### config.mk
export PLATFORM = sky130hd
export DESIGN_NAME = asifill_ctrl
export DESIGN_NICKNAME = d
export VERILOG_FILES = /design/src/rtl/asifill_pkg.sv /design/src/rtl/asifill_strobe_sync.sv /design/src/rtl/asifill_arbiter.sv /design/src/rtl/asifill_scrambler.sv /design/src/rtl/asifill_ctrl.sv
export SDC_FILE = /design/constraint.sdc
export NUM_CORES = 1
export LEC_CHECK = 0
export ABC_AREA = 1
export ABC_CLOCK_PERIOD_IN_PS = 2400
export BUFFER_PORTS_ARGS = -buffer_cell sky130_fd_sc_hd__buf_4
export CORE_ASPECT_RATIO = 1.4
export CORE_UTILIZATION = 43
export CTS_BUF_LIST = sky130_fd_sc_hd__clkbuf_8
export DETAILED_ROUTE_END_ITERATION = 16
export MAX_ROUTING_LAYER = met4
export PLACE_DENSITY_LB_ADDON = 0.15
export REMOVE_ABC_BUFFERS = 1
export SETUP_SLACK_MARGIN = 0.5
export SYNTH_ARGS = -nofsm -noshare
export SYNTH_HDL_FRONTEND = slang
export SYNTH_SLANG_ARGS = --single-unit
### constraint.sdc
create_clock -name clk -period 2.4 [get_ports clk]
set_input_delay 0.24 -clock clk [delete_from_list [all_inputs] [get_ports clk]]
set_output_delay 0.24 -clock clk [all_outputs]
set_load 0.005 [all_outputs]
### src/rtl/asifill_pkg.sv
package asifill_pkg;

    localparam int BYTE_W       = 8;
    localparam int SYNC_STAGES  = 2;
    localparam int SCR_TAP_NEAR = 4;
    localparam int SCR_TAP_FAR  = 9;

    typedef logic [BYTE_W-1:0] byte_t;

    // K28.5 comma expressed as the 8-bit value with the special flag set
    localparam byte_t FILL_CODE = BYTE_W'(8'hBC);

    typedef struct packed {
        byte_t data;
        logic  is_k;
    } sym_t;

    typedef enum logic [1:0] {
        SRC_FILL  = 2'd0,
        SRC_SYNC  = 2'd1,
        SRC_SLOT  = 2'd2,
        SRC_ASYNC = 2'd3
    } src_e;

    function automatic sym_t fill_sym();
        sym_t s;
        s.data = FILL_CODE;
        s.is_k = 1'b1;
        return s;
    endfunction

    function automatic sym_t data_sym(byte_t b);
        sym_t s;
        s.data = b;
        s.is_k = 1'b0;
        return s;
    endfunction

endpackage

### src/rtl/asifill_strobe_sync.sv
module asifill_strobe_sync
    import asifill_pkg::*;
#(
    parameter int STAGES = SYNC_STAGES
) (
    input  logic clk,
    input  logic rst,
    input  logic strobe_n,
    output logic fall
);
    localparam int LAST = STAGES;

    // chain[0] is the first capture flop, chain[LAST] the edge-history flop
    logic [LAST:0] chain_q;

    always_ff @(posedge clk) begin
        if (rst) begin
            chain_q <= '1;
        end else begin
            chain_q <= {chain_q[LAST-1:0], strobe_n};
        end
    end

    assign fall = chain_q[LAST] & ~chain_q[LAST-1];

endmodule

### src/rtl/asifill_arbiter.sv
module asifill_arbiter
    import asifill_pkg::*;
(
    input  logic  clk,
    input  logic  rst,
    input  logic  asi_mode,
    input  logic  sync_req_n,
    input  logic  fall,
    input  byte_t din,
    output sym_t  sym
);
    logic  slot_full_q, slot_full_d;
    byte_t slot_q, slot_d;
    src_e  src;

    // fixed priority: clocked FIFO, held byte, fresh strobe byte, fill
    always_comb begin
        if (!sync_req_n)     src = SRC_SYNC;
        else if (slot_full_q) src = SRC_SLOT;
        else if (fall)        src = SRC_ASYNC;
        else                  src = SRC_FILL;
    end

    always_comb begin
        unique case (src)
            SRC_SYNC:  sym = data_sym(din);
            SRC_SLOT:  sym = data_sym(slot_q);
            SRC_ASYNC: sym = data_sym(din);
            default:   sym = fill_sym();
        endcase
    end

    always_comb begin
        slot_full_d = slot_full_q;
        slot_d      = slot_q;
        if (!asi_mode) begin
            slot_full_d = 1'b0;
        end else begin
            unique case (src)
                SRC_SYNC: begin
                    if (fall && !slot_full_q) begin
                        slot_full_d = 1'b1;
                        slot_d      = din;
                    end
                end
                SRC_SLOT: begin
                    if (fall) begin
                        slot_d = din;
                    end else begin
                        slot_full_d = 1'b0;
                    end
                end
                default: ;
            endcase
        end
    end

    always_ff @(posedge clk) begin
        if (rst) begin
            slot_full_q <= 1'b0;
            slot_q      <= '0;
        end else begin
            slot_full_q <= slot_full_d;
            slot_q      <= slot_d;
        end
    end

endmodule

### src/rtl/asifill_scrambler.sv
module asifill_scrambler
    import asifill_pkg::*;
#(
    parameter int TAP_NEAR = SCR_TAP_NEAR,
    parameter int TAP_FAR  = SCR_TAP_FAR
) (
    input  logic  clk,
    input  logic  rst,
    input  logic  advance,
    input  byte_t raw,
    output byte_t coded
);
    localparam int HW = TAP_FAR;

    // hist[0] holds the most recent scrambled bit
    logic [HW-1:0] hist_q, hist_d;
    logic          nrzi_q, nrzi_d;

    always_comb begin
        logic [HW-1:0] h;
        logic          n;
        logic          s;
        h     = hist_q;
        n     = nrzi_q;
        coded = '0;
        for (int i = 0; i < BYTE_W; i++) begin
            s        = raw[i] ^ h[TAP_NEAR-1] ^ h[TAP_FAR-1];
            h        = {h[HW-2:0], s};
            n        = n ^ s;
            coded[i] = n;
        end
        hist_d = h;
        nrzi_d = n;
    end

    always_ff @(posedge clk) begin
        if (rst) begin
            hist_q <= '0;
            nrzi_q <= 1'b0;
        end else if (advance) begin
            hist_q <= hist_d;
            nrzi_q <= nrzi_d;
        end
    end

endmodule

### src/rtl/asifill_ctrl.sv
module asifill_ctrl
    import asifill_pkg::*;
(
    input  logic       clk,
    input  logic       rst,
    input  logic       asi_mode,
    input  logic       sync_req_n,
    input  logic       async_strobe_n,
    input  logic [7:0] din,
    output logic [7:0] dout,
    output logic       dout_k,
    output logic       ser_en
);
    logic  strobe_fall;
    sym_t  asi_sym;
    byte_t vid_byte;
    sym_t  out_q;
    logic  en_q;

    asifill_strobe_sync #(.STAGES(SYNC_STAGES)) u_sync (
        .clk      (clk),
        .rst      (rst),
        .strobe_n (async_strobe_n),
        .fall     (strobe_fall)
    );

    asifill_arbiter u_arb (
        .clk        (clk),
        .rst        (rst),
        .asi_mode   (asi_mode),
        .sync_req_n (sync_req_n),
        .fall       (strobe_fall),
        .din        (din),
        .sym        (asi_sym)
    );

    asifill_scrambler #(
        .TAP_NEAR (SCR_TAP_NEAR),
        .TAP_FAR  (SCR_TAP_FAR)
    ) u_scr (
        .clk     (clk),
        .rst     (rst),
        .advance (!asi_mode),
        .raw     (din),
        .coded   (vid_byte)
    );

    always_ff @(posedge clk) begin
        if (rst) begin
            out_q <= fill_sym();
            en_q  <= 1'b0;
        end else begin
            en_q  <= 1'b1;
            out_q <= asi_mode ? asi_sym : data_sym(vid_byte);
        end
    end

    assign dout   = out_q.data;
    assign dout_k = out_q.is_k;
    assign ser_en = en_q;

endmodule

Word-level counts from Yosys, hierarchy flattened
Index checks and enable logic that the tools add are counted.
{"block": "totals", "reg_bits": 32, "in_bits": 13, "output_inout_bits": 10, "wordCells": 60}
{"block": "classes", "n_eq_ne": 6, "muxes": 12, "bitwise_logic": 27, "n_reduce_logical": 7}
{"operator": "bitwise XOR 1 bit", "n": 24}
{"operator": "one-hot mux 9 bit (2 select lines)", "n": 1}
{"operator": "2-to-1 mux 8 bit", "n": 2}
{"operator": "one-hot mux 8 bit (2 select lines)", "n": 1}
{"operator": "2-to-1 mux 9 bit", "n": 1}
{"operator": "2-to-1 mux 2 bit", "n": 3}
{"operator": "equality test 2 bit, second input constant", "n": 2}
{"operator": "inequality test 2 x 1 -> 1 bit, second input constant", "n": 2}
{"operator": "AND reduction 4 bit", "n": 1}
{"operator": "OR reduction 2 bit", "n": 2}
{"operator": "2-to-1 mux 1 bit", "n": 3}
{"operator": "AND reduction 3 bit", "n": 1}
{"operator": "equality test 2 x 1 -> 1 bit, second input constant", "n": 1}
{"operator": "inequality test 2 bit, second input constant", "n": 1}
{"operator": "NOT 1 bit", "n": 2}
{"operator": "one-hot mux 1 bit (2 select lines)", "n": 1}
{"operator": "nonzero test 2 bit", "n": 1}
{"operator": "AND 1 bit", "n": 1}
{"operator": "logical AND 1 bit", "n": 1}
{"operator": "logical NOT 1 bit", "n": 1}

Longest topological paths before layout
Gate-level depths: netlist of run 1.
{"block": "depth", "ltp_word": 11, "mapped_depth": 18, "depth_no_buf": 18}

Hierarchy
From an unflattened synthesis of run 1, not the netlist that was laid out.
{"block": "unflattened", "hier_cells": 278, "hier_area_um2": 1971.9}
{"module": "asifill_scrambler", "n_inst": 1, "cells_per_inst": 111, "area_each_um2": 840.8, "seq_area_each_um2": 200.2}
{"module": "asifill_arbiter", "n_inst": 1, "cells_per_inst": 110, "area_each_um2": 679.4, "seq_area_each_um2": 180.2}
{"module": "asifill_ctrl", "n_inst": 1, "cells_per_inst": 45, "area_each_um2": 357.8, "seq_area_each_um2": 200.2}
{"module": "asifill_strobe_sync", "n_inst": 1, "cells_per_inst": 12, "area_each_um2": 93.8, "seq_area_each_um2": 60.1}

Least setup slack after synthesis of run 1
No wires, ideal clock.
{"block": "synth_path", "kind": "flip-flop to flip-flop", "start": "register u_scr.hist_q[1]", "end": "register out_q (netlist bit dout[7])", "setup_time_ps": 133, "arrival_time_ps": 1583, "t_required_ps": 2267, "path_slack_ps": 684, "stages_incl_launch_ff": 14, "path_buffers": 0, "synth_period_minus_slack_ps": 1716, "cell_sequence": "dfxtp_1 > xnor2_2 > xor2_2 > inv_1 > nand3_1 > nand3_2 > nand3_2 > nand2_2 > nand2_1 > nand3_2 > nand2_1 > nand2_1 > nand3_2 > nand3_1"}
{"block": "synth_via", "elab_chain_len": 9, "elab_cells_between_ends": 12, "cone_classes": "1 x mux; 11 x bitwise"}
{"element": "start: declaration", "line": "asifill_scrambler.sv:16", "source": "logic [HW-1:0] hist_q, hist_d;"}
{"element": "start signal: assignment", "line": "asifill_scrambler.sv:41", "source": "hist_q <= hist_d;"}
{"element": "bitwise XOR 1 bit (2 in series)", "line": "asifill_scrambler.sv:27", "source": "s = raw[i] ^ h[TAP_NEAR-1] ^ h[TAP_FAR-1];"}
{"element": "bitwise XOR 1 bit (5 in series)", "line": "asifill_scrambler.sv:29", "source": "n = n ^ s;"}
{"element": "bitwise XOR 1 bit *", "line": "asifill_scrambler.sv:29"}
{"element": "2-to-1 mux 9 bit *", "line": "asifill_ctrl.sv:54", "source": "out_q <= asi_mode ? asi_sym : data_sym(vid_byte);"}
{"element": "end signal: assignment", "line": "asifill_ctrl.sv:50", "source": "out_q <= fill_sym();"}
{"element": "end signal: assignment", "line": "asifill_ctrl.sv:54"}
{"element": "end: declaration", "line": "asifill_ctrl.sv:17", "source": "sym_t out_q;"}
Mark *: on every way between the ends. The rest lies on a longest branch, timed or not.
A chain may end at the register's enable or synchronous reset.

Final worst setup path of run 1
{"block": "layout_path", "start": "register u_scr.hist_q[3]", "end": "register out_q (netlist bit dout[7])"}
{"block": "layout_via", "elab_chain_len": 11, "elab_cells_between_ends": 14, "cone_classes": "1 x mux; 13 x bitwise"}
{"element": "bitwise XOR 1 bit (2 in series)", "line": "asifill_scrambler.sv:27"}
{"element": "bitwise XOR 1 bit (5 in series)", "line": "asifill_scrambler.sv:29"}
{"element": "bitwise XOR 1 bit * (3 in series)", "line": "asifill_scrambler.sv:29"}
{"element": "2-to-1 mux 9 bit *", "line": "asifill_ctrl.sv:54"}
Marks and branches as above.

==> flow_summary.toml, run 1 <==
[power_and_ir_drop]
vdd_drop_max_uv = 587
comb_power_share_pct = 42.9
p_sw_mw = 0.716
p_leak_nw = 0.988
cell_internal_pwr_mw = 1.26
power_density_mw_per_mm2 = 907
p_sw_share_pct = 36.2
seqPwrFrac_pct = 31.8
clock_power_share_pct = 25.3

[floorplan]
core_area_mm2 = 0.00344
dieArea_mm2 = 0.00393
pin_count = 23
start_util_pct = 46.0
die_w_um = 53.3
num_rows = 25
floorplan.die.height_um = 73.8

[critical_path]
critPathCaptureType = "flip-flop"
crit_family = "simple AND/OR/NAND/NOR gates"
crit_type = "reg2reg"
cp_slowest_cell = "dfxtp_2"
crit_chain = "inv_2, nand2_4, nand2_4, nand2_4, nand2_4, xnor2_1, inv_1, nand3_4, nand2_4, nand2_2, nand3_2, nand2_1, nand2_1, nand3_2, nand3_1"
path_max_fanout = 4
cp_slowest_stage_delay_ns = 0.35
crit_top_cell = "nand2_4"
cp_num_cells = 15
arrival_ns = 2.12
worst-path-buf-inv = 2
cp.required_ns = 2.55
cp-start-kind = "flip-flop"
rr_worst_depth = 15

[sta]
fin_crit_ns = 1.98
clock_skew_ns = 0.00528
post-route-period-util_pct = 82.3
tightest_slew_ns = 0.697
fmax_mhz = 506
hold_violations = 0
drv_slew = 0
setup_viol = 0
slew_headroom_pct = 53.2
finalSetupTns_ns = 0
rsz0062_at_grt = "true"

[cts]
cts-root-buf = "clkbuf_8"
clock_path_buffers = 2
clk_pin_slew_worst_paths_ns = 0.07
cts_num_sinks = 32
htreeDepth = 2
insertion_delay_ns = 0.29
cts_tree = "done"
hold_buffers = 0
cts_buffers = 5

[detailed_routing]
drtIter0Drc = 51
drt-vias-per-instance = 5.35
drc = 0
dr.pass1.iters = 4
routed_wl_um = 4100
wire_per_inst_um = 14.7
antenna_left = 0
num_vias = 1494

[synth]
synth_edf_count = 0
synth_area_mm2 = 0.00158
synth_top_area_share_pct = 40.5
synth_most_common_cell = "dfxtp_1"
async_reset_ff_share_pct = 0
synth-seq-area-share_pct = 40.5
postSynthCellCount = 200
synth_warnings = 0
synth_seq_cells = 32
yosys.area.top_type = "dfxtp_1"
synth_common_cells = "dfxtp_1, inv_1, nand2_1"
synth.avg_cell_area_um2 = 7.91
synth.distinct_cells = 23
synth.area.top_cells = "dfxtp_1, nand3_1, nand3_2"
synth_flop_cell = "dfxtp_1"

[placed_design]
dp_hpwl_um = 2620
port_buffers = 22
place_area_mm2 = 0.00178
place_congestion = 0.857

[job]
maxCapViolCount = 0

[outcome]
outcome = "finished clean"

[global_routing]
grtUsageTotal_pct = 21.7
antenna_found_initial = 0
grt_pass1_vias = 1275
gr-total-overflow = 0
grt_pass1_wl_um = 5880
grt_max_degree = 24

[worst_hold_path]
hold_class = "in2reg"
hold_depth = 2

[finish]
drive_gt1_share_pct = 40.6
antenna_cells = 0
final_nets = 251
stdcell_area_mm2 = 0.00218
fillers = 307
area_delta_synth_final_pct = 37.9
-- worst reg2reg max path, cell delays in order, from the launching register on --
cell and delay [ns]:
dfxtp_2 0.35, inv_2 0.06, nand2_4 0.07, nand2_4 0.05, nand2_4 0.07, nand2_4 0.08
xnor2_1 0.30, inv_1 0.17, nand3_4 0.15, nand2_4 0.07, nand2_2 0.07, nand3_2 0.09
nand2_1 0.08, nand2_1 0.06, nand3_2 0.09, nand3_1 0.06
-- stage by stage --
stage	std cells	util [%]	power, mW	worst slack [ns]	hold WS [ns]
after global routing	279	63.4	2.09	0.309	0.131
after global placement	257	51.8	1.17	0.463	0.394
after detailed placement	257	51.8	1.19	0.414	0.403
after CTS	268	55.7	1.71	0.500	0.131
after floorplan	193	-	1.04	0.673	0.302
final	279	63.4	1.98	0.424	0.132
-- final timing paths --
kind              slack [ns]               from                 to
setup / recovery        0.42    u_scr.hist_q[3]            dout[7]
hold reg to reg         0.42  u_sync.chain_q[0]  u_sync.chain_q[1]
setup reg to reg        0.42    u_scr.hist_q[3]            dout[7]
hold / removal          0.13     async_strobe_n  u_sync.chain_q[0]
-- state kept, by name (all words and copies together), names as in the netlist --
name	flops
dout	8
dout_k	1
ser_en	1
u_arb.slot_full_q	1
u_arb.slot_q	8
u_scr.hist_q	9
u_scr.nrzi_q	1
u_sync.chain_q	3
-- metal layers --
| layer | global-route usage [%] | wire length [um] | vias up |
|---|---|---|---|
| met5 | - | 0 | - |
| li1 | - | - | 731 |
| met2 | 34.4 | 2170 | 47 |
| met1 | 24.8 | 1640 | 706 |
| met4 | 10.2 | 107 | 0 |
| met3 | 5.80 | 183 | 10 |
-- power groups by stage --
stage          clock [mW]  sequential [mW]  combinational (mW)
3_3_place_gp            0            0.632               0.542
3_5_place_dp            0            0.632               0.556
5_1_grt             0.542            0.636               0.916
6_report            0.501            0.629               0.848
2_1_floorplan           0            0.630               0.409
4_1_cts             0.509            0.622               0.579
-- kinds of logic after synthesis --
group / synth area share [%]
and+or+nand+nor: 28.1
AOI/OAI and AO/OA: 15.1
buffers and inverters: 8.30
DFF: 40.5
xor gates and xnor gates: 8.06
-- cell type report --
| cell class | instances | area, um2 | area share (%) |
|---|---|---|---|
| Clock buffer | 5 | 68.8 | 3.15 |
| Clock inverter | 3 | 38.8 | 1.78 |
| Inverter | 27 | 104 | 4.76 |
| Multi-Input combinational cell | 134 | 982 | 45.0 |
| Sequential cell | 32 | 653 | 29.9 |
| Tap cell | 40 | 50.0 | 2.29 |
| Timing Repair Buffer | 38 | 285 | 13.1 |
-- timing repair --
item | 4_1_cts | 5_1_grt
setup endpoints to repair | 2 | 3
gates resized for setup | 3 | 41
pin swaps | 1 | 16
setup buffers | 3 | 11
-- cell usage in the layout (no fill, tap or decap), types with 2 or more instances in the layout --
master / synthesis / routed
o221ai_1: 5 / 5
dfxtp_1: 32 / 28
o21ai_0: 16 / 16
o211ai_1: 2 / 2
o22ai_1: 2 / 2
a21oi_2: 1 / 2
a21oi_1: 13 / 12
nor2_1: 12 / 12
or2_2: 2 / 2
nand3_1: 22 / 14
nand3_4: 0 / 6
buf_4: 1 / 38
nand2_2: 9 / 6
xnor2_1: 9 / 9
nand3_2: 10 / 12
dfxtp_4: 0 / 3
inv_2: 1 / 4
nand2_4: 3 / 12
clkbuf_8: 0 / 5
nand2_1: 23 / 17
inv_1: 26 / 23
Note: power is estimated with default switching activity, not from simulation.
==> run 2: changes to the inputs <==
--- a/config.mk
+++ b/config.mk
@@ -6,7 +6,7 @@
 export NUM_CORES = 1
 export LEC_CHECK = 0
 export ABC_AREA = 1
-export ABC_CLOCK_PERIOD_IN_PS = 2400
+export ABC_CLOCK_PERIOD_IN_PS = 1600
 export BUFFER_PORTS_ARGS = -buffer_cell sky130_fd_sc_hd__buf_4
 export CORE_ASPECT_RATIO = 1.4
 export CORE_UTILIZATION = 43
==> constraint.sdc (replaced) <==
create_clock -name clk -period 1.6 [get_ports clk]
set_input_delay 0.16 -clock clk [delete_from_list [all_inputs] [get_ports clk]]
set_output_delay 0.16 -clock clk [all_outputs]
set_load 0.005 [all_outputs]
==> run 2 against run 1 <==
Effect of this change:
- the run now ends with negative setup slack left
- setup slack got worse by 0.79 ns
- first-iteration DRC count grew 22%
- via count rose by 10%
- register-to-register slack worse by 0.79 ns
- sequential share of layout area is 4.5 points lower
- maximum frequency is 0.61% higher
- cell count up 11%
- critical path type unchanged
==> flow_summary.toml, run 2 (same netlist as run 1, synthesis figures left out) <==
[outcome]
outcome = "finished with violations"
violations = "negative setup slack"

[cts]
clock_path_buffers = 2
insertion_delay_ns = 0.29
cts_num_sinks = 32
htreeDepth = 2
clk_pin_slew_worst_paths_ns = 0.07
cts-root-buf = "clkbuf_8"
cts_tree = "done"
cts_buffers = 5

[sta]
hold_violations = 0
post-route-period-util_pct = 123
slew_headroom_pct = 64.6
fmax_mhz = 509
rsz0062_at_grt = "true"
clock_skew_ns = 0.00604
fin_crit_ns = 1.96
setup_viol = 8
finalSetupTns_ns = -1.82
tightest_slew_ns = 0.527
worst_slack_ns = -0.364
drv_slew = 0

[power_and_ir_drop]
power_density_mw_per_mm2 = 1400
p_leak_nw = 1.17
vdd_drop_max_uv = 1030

[detailed_routing]
num_vias = 1648
drtIter0Drc = 62
wire_per_inst_um = 16.5
dr.pass1.iters = 4
drc = 0
routed_wl_um = 5110
drt-vias-per-instance = 5.32
antenna_left = 0

[global_routing]
grt_use_met3_pct = 4.55
grtUsageTotal_pct = 28.9
grt-busiest-layer = "met2"
gr-total-overflow = 0
grt_pass1_wl_um = 7730
grt_max_degree = 21
use_met2_pct = 48.8
antenna_found_initial = 0
grt_use_met1_pct = 31.4
grt_pass1_vias = 1612

[job]
maxCapViolCount = 0

[floorplan]
floorplan.die.height_um = 73.8
pin_count = 23
core_area_mm2 = 0.00344
num_rows = 25
start_util_pct = 46.0
dieArea_mm2 = 0.00393
die_w_um = 53.3

[finish]
multi_input_area_mm2 = 0.00109
drive_gt1_share_pct = 54.8
final_nets = 282
area_delta_synth_final_pct = 61.3
top_register = "u_scr.hist_q"
largest_register_ffs = 9
seq_area_um2 = 648
antenna_cells = 0
layout_commonest_cell = "buf_4"
fillers = 256
fin_util_pct = 74.2
final_cell_mix = "buf_4, dfxtp_1, inv_1"

[worst_hold_path]
hold_start = "async_strobe_n"
hold_class = "in2reg"

[critical_path]
r2r-start = "u_scr.hist_q[3]"
cp-start-kind = "flip-flop"
cp.required_ns = 1.78
cp-startpoint = "u_scr.hist_q[3]"
arrival_ns = 2.14
path_max_fanout = 3
critPathCaptureType = "flip-flop"
crit_type = "reg2reg"

[placed_design]
dp_hpwl_um = 2930
place_congestion = 0.881
port_buffers = 22
run 2: changes by cell type in the layout (fill, tap and decap cells not counted), moves of 3 or more:
| cell | change |
|---|---|
| buf_4 | +22 |
| buf_6 | +9 |
| dfxtp_2 | +5 |
| xnor2_1 | -5 |
| inv_2 | +4 |
| nand3_4 | +4 |
| dfxtp_4 | -3 |
| inv_1 | -3 |
| nand2_2 | +3 |
| nand3_1 | -3 |
| xnor2_2 | +3 |
run 2: metrics by stage:
step | hold WS (ns) | total power [mW] | worst slack, ns | std cells | area (um2)
after global routing | 0.0474 | 3.76 | -0.447 | 310 | 2550
after CTS | 0.0479 | 3.36 | -0.238 | 306 | 2450
after global placement | 0.344 | 2.04 | -0.158 | 288 | 2020
final | 0.0505 | 3.58 | -0.364 | 310 | 2550
after detailed placement | 0.346 | 2.08 | -0.290 | 288 | 2020
after floorplan | 0.222 | 1.56 | -0.128 | 193 | 1550
run 2: path summary, 6_finish.rpt:
path | to | slack [ns] | cells past startpoint
hold / removal | u_sync.chain_q[0] | 0.05 | 2
setup reg to reg | dout[7] | -0.36 | 17
hold reg to reg | u_sync.chain_q[1] | 0.41 | 1
setup / recovery | dout[7] | -0.36 | 17
run 2: per-layer routing:
layer  vias to the layer above  routed length [um]
li1                        796                   -
met1                       797                1890
met2                        41                2880
met3                        14                 184
met4                         0                 161
met5                         -                   0
run 2: power by group:
group | switching (mW) | leakage, nW | internal [mW] | total [mW]
combinational | 0.945 | 0.847 | 0.936 | 1.88
sequential | 0.0525 | 0.266 | 0.884 | 0.937
clock | 0.308 | 0.0593 | 0.455 | 0.763
run 2: final cells by class:
cell class	instances	share of cell area, %
Tap cell	40	1.96
Inverter	27	3.97
Timing Repair Buffer	69	21.6
Sequential cell	32	25.4
Clock inverter	3	1.52
Clock buffer	5	2.70
Multi-Input combinational cell	134	42.8
run 2: worst max-delay path, cell delays in order (launching register included):
cell and delay, ns:
dfxtp_2 0.36, inv_2 0.06, nand2_4 0.08, nand2_4 0.05, nand2_4 0.08, nand3_1 0.15, nand3_4 0.16, nand2_4 0.09
nand2_4 0.11, nand3_4 0.10, nand3_4 0.12, nand2_4 0.07, nand2_2 0.07, nand3_4 0.07, nand2_1 0.08, nand2_1 0.06
nand3_2 0.08, nand3_1 0.06
run 2: what timing repair did:
item / in CTS / in global routing
endpoints found under the setup margin: 22 / 25
hold buffers: 0 / 0
resized for setup: 59 / 17
setup buffers: 10 / 4
pin swaps: 25 / 12
==> run 3: changes to the inputs <==
--- a/config.mk
+++ b/config.mk
@@ -12,8 +12,9 @@
 export CORE_UTILIZATION = 43
 export CTS_BUF_LIST = sky130_fd_sc_hd__clkbuf_8
 export DETAILED_ROUTE_END_ITERATION = 16
+export HOLD_SLACK_MARGIN = 0.08
 export MAX_ROUTING_LAYER = met4
-export PLACE_DENSITY_LB_ADDON = 0.15
+export PLACE_DENSITY = 0.74
 export REMOVE_ABC_BUFFERS = 1
 export SETUP_SLACK_MARGIN = 0.5
 export SYNTH_ARGS = -nofsm -noshare
==> run 3 against run 2 <==
Effect of this change:
- the run still ends with negative setup slack left
- die area unchanged
- non-clock buffer count up 3
- core utilization up 2.4 points
- setup slack got worse by 0.039 ns
- global-route usage down 2.2 points
- design area rose by 3.3%
- highest routed layer unchanged
- via count up 3.3%
- critical path depth down 1
- flip-flop and latch count is the same
- hold slack better by 0.060 ns
==> flow_summary.toml, run 3 (same netlist as run 1, synthesis figures left out) <==
[finish]
antenna_cells = 0
final_cell_mix = "buf_4, dfxtp_1, inv_1"
layout_commonest_cell = "buf_4"
largest_register_ffs = 9
fillers = 220
drive_gt1_share_pct = 57.4
final_nets = 285
area_delta_synth_final_pct = 66.6
top_register = "u_scr.hist_q"

[cts]
clock_path_buffers = 2
insertion_delay_ns = 0.29
cts_num_sinks = 32
cts-root-buf = "clkbuf_8"
clk_pin_slew_worst_paths_ns = 0.06
cts_tree = "done"
htreeDepth = 2
cts_buffers = 5

[sta]
slew_headroom_pct = 73.2
tightest_slew_ns = 0.399
setup_viol = 8
finalSetupTns_ns = -1.88
worst_slack_ns = -0.404
fmax_mhz = 499
rsz0062_at_grt = "true"
hold_ws_ns = 0.111
drv_slew = 0
clock_skew_ns = 0.00634
hold_violations = 0
post-route-period-util_pct = 125
fin_crit_ns = 2.00

[placed_design]
dp_hpwl_um = 2750
port_buffers = 22
place_congestion = 0.954

[critical_path]
cp_slowest_cell = "dfxtp_2"
crit_type = "reg2reg"
critPathCaptureType = "flip-flop"
arrival_ns = 2.23
path_max_fanout = 3
cp_slowest_stage_delay_ns = 0.35
crit_family = "simple AND/OR/NAND/NOR gates"
r2r-start = "u_scr.hist_q[3]"
crit_chain = "inv_2, nand2_4, nand3_4, nand3_1, nand3_4, nand2_4, nand2_4, nand3_4, nand3_4, nand2_4, nand2_2, nand3_2, nand2_1, nand2_1, nand3_2, a21oi_2"
r2r_setup_slack_ns = -0.40
worst-path-buf-inv = 1
r2r_end = "u_scr.nrzi_q"
rr_worst_depth = 16
cp-start-kind = "flip-flop"
cp.required_ns = 1.83

[detailed_routing]
wire_per_inst_um = 17.4
drt-vias-per-instance = 5.46
routed_wl_um = 5420
num_vias = 1703
dr.pass1.iters = 4
drc = 0
antenna_left = 0
drtIter0Drc = 107

[global_routing]
grt_pass1_wl_um = 7200
grtUsageTotal_pct = 26.7
gr-total-overflow = 0
antenna_found_initial = 0
grt_max_degree = 22
grt_pass1_vias = 1578

[floorplan]
core_area_mm2 = 0.00344
num_rows = 25
pin_count = 23
start_util_pct = 46.0
dieArea_mm2 = 0.00393
die_w_um = 53.3
floorplan.die.height_um = 73.8

[worst_hold_path]
holdPathEnd = "u_scr.nrzi_q"
hold_depth = 2
hold_class = "in2reg"
hold_start = "rst"

[power_and_ir_drop]
power_density_mw_per_mm2 = 1330
vdd_drop_max_uv = 879
p_leak_nw = 1.20

[outcome]
outcome = "finished with violations"
violations = "negative setup slack"

[job]
maxCapViolCount = 0
## run 3: changes by cell type in the layout (fill, tap and decap cells not counted), moves of 3 or more
cell / change
o21ai_2: +7
xnor2_1: -3
xnor2_2: +3
buf_4: +3
o21ai_0: -8
## run 3: where the power goes
| group | switching [mW] | leakage [nW] | total, mW | internal, mW |
|---|---|---|---|---|
| registers | 0.0550 | 0.266 | 0.938 | 0.883 |
| logic | 0.961 | 0.888 | 1.88 | 0.923 |
| clock network | 0.303 | 0.0503 | 0.686 | 0.383 |
## run 3: area by class of cell
| cell class | instances | area [um2] | area share [%] |
|---|---|---|---|
| multi-input combinational | 134 | 1160 | 44.0 |
| sequential | 32 | 651 | 24.7 |
| timing repair buffer | 72 | 573 | 21.7 |
| inverter | 27 | 106 | 4.03 |
| clock buffer | 7 | 96.3 | 3.65 |
| tap | 40 | 50.0 | 1.90 |
## run 3: metal layers
metal  track usage, %  vias up  share of wire [%]
met5                -        -                  0
met4             16.7        0                2.9
met3             5.38       15                4.7
met2             43.1       58                 54
met1             29.1      825                 39
li1                 -      805                  -
## run 3: how the worst max path moves through the flow
stage | cells after the start | end | startpoint
global placement | 17 | dout[7] | u_scr.hist_q[7]
CTS | 17 | dout[6] | u_scr.hist_q[3]
floorplan | 13 | dout[7] | u_scr.hist_q[1]
detailed placement | 17 | dout[6] | u_scr.hist_q[7]
finish | 16 | u_scr.nrzi_q | u_scr.hist_q[3]
global route | 17 | dout[7] | u_scr.hist_q[3]
## run 3: stage by stage
step           std cells  total power [mW]  cell area (um2)  util, %  worst slack [ns]
2_1_floorplan        193              1.56             1550        -            -0.128
3_3_place_gp         289              2.07             2020     58.8            -0.220
3_5_place_dp         289              2.09             2020     58.8            -0.263
4_1_cts              304              3.02             2320     67.3            -0.224
5_1_grt              312              3.67             2640     76.6            -0.516
6_report             312              3.51             2640     76.6            -0.404
## run 3: worst register-to-register path, delay by kind of cell (launching register included)
kind	cells	cell delay, ns
buf+inv	1	0.06
simple gates	14	1.43
flops	1	0.35
compound gates	1	0.12
## run 3: timing repair
action                                  in CTS  in global routing
endpoints found under the hold margin        1                  0
buffers inserted                             7                  7
hold buffers                                 1                  0
endpoints found under the setup margin      22                 23
pin swaps                                   11                 26
resized for setup                           36                 61
gates cloned                                 0                  1
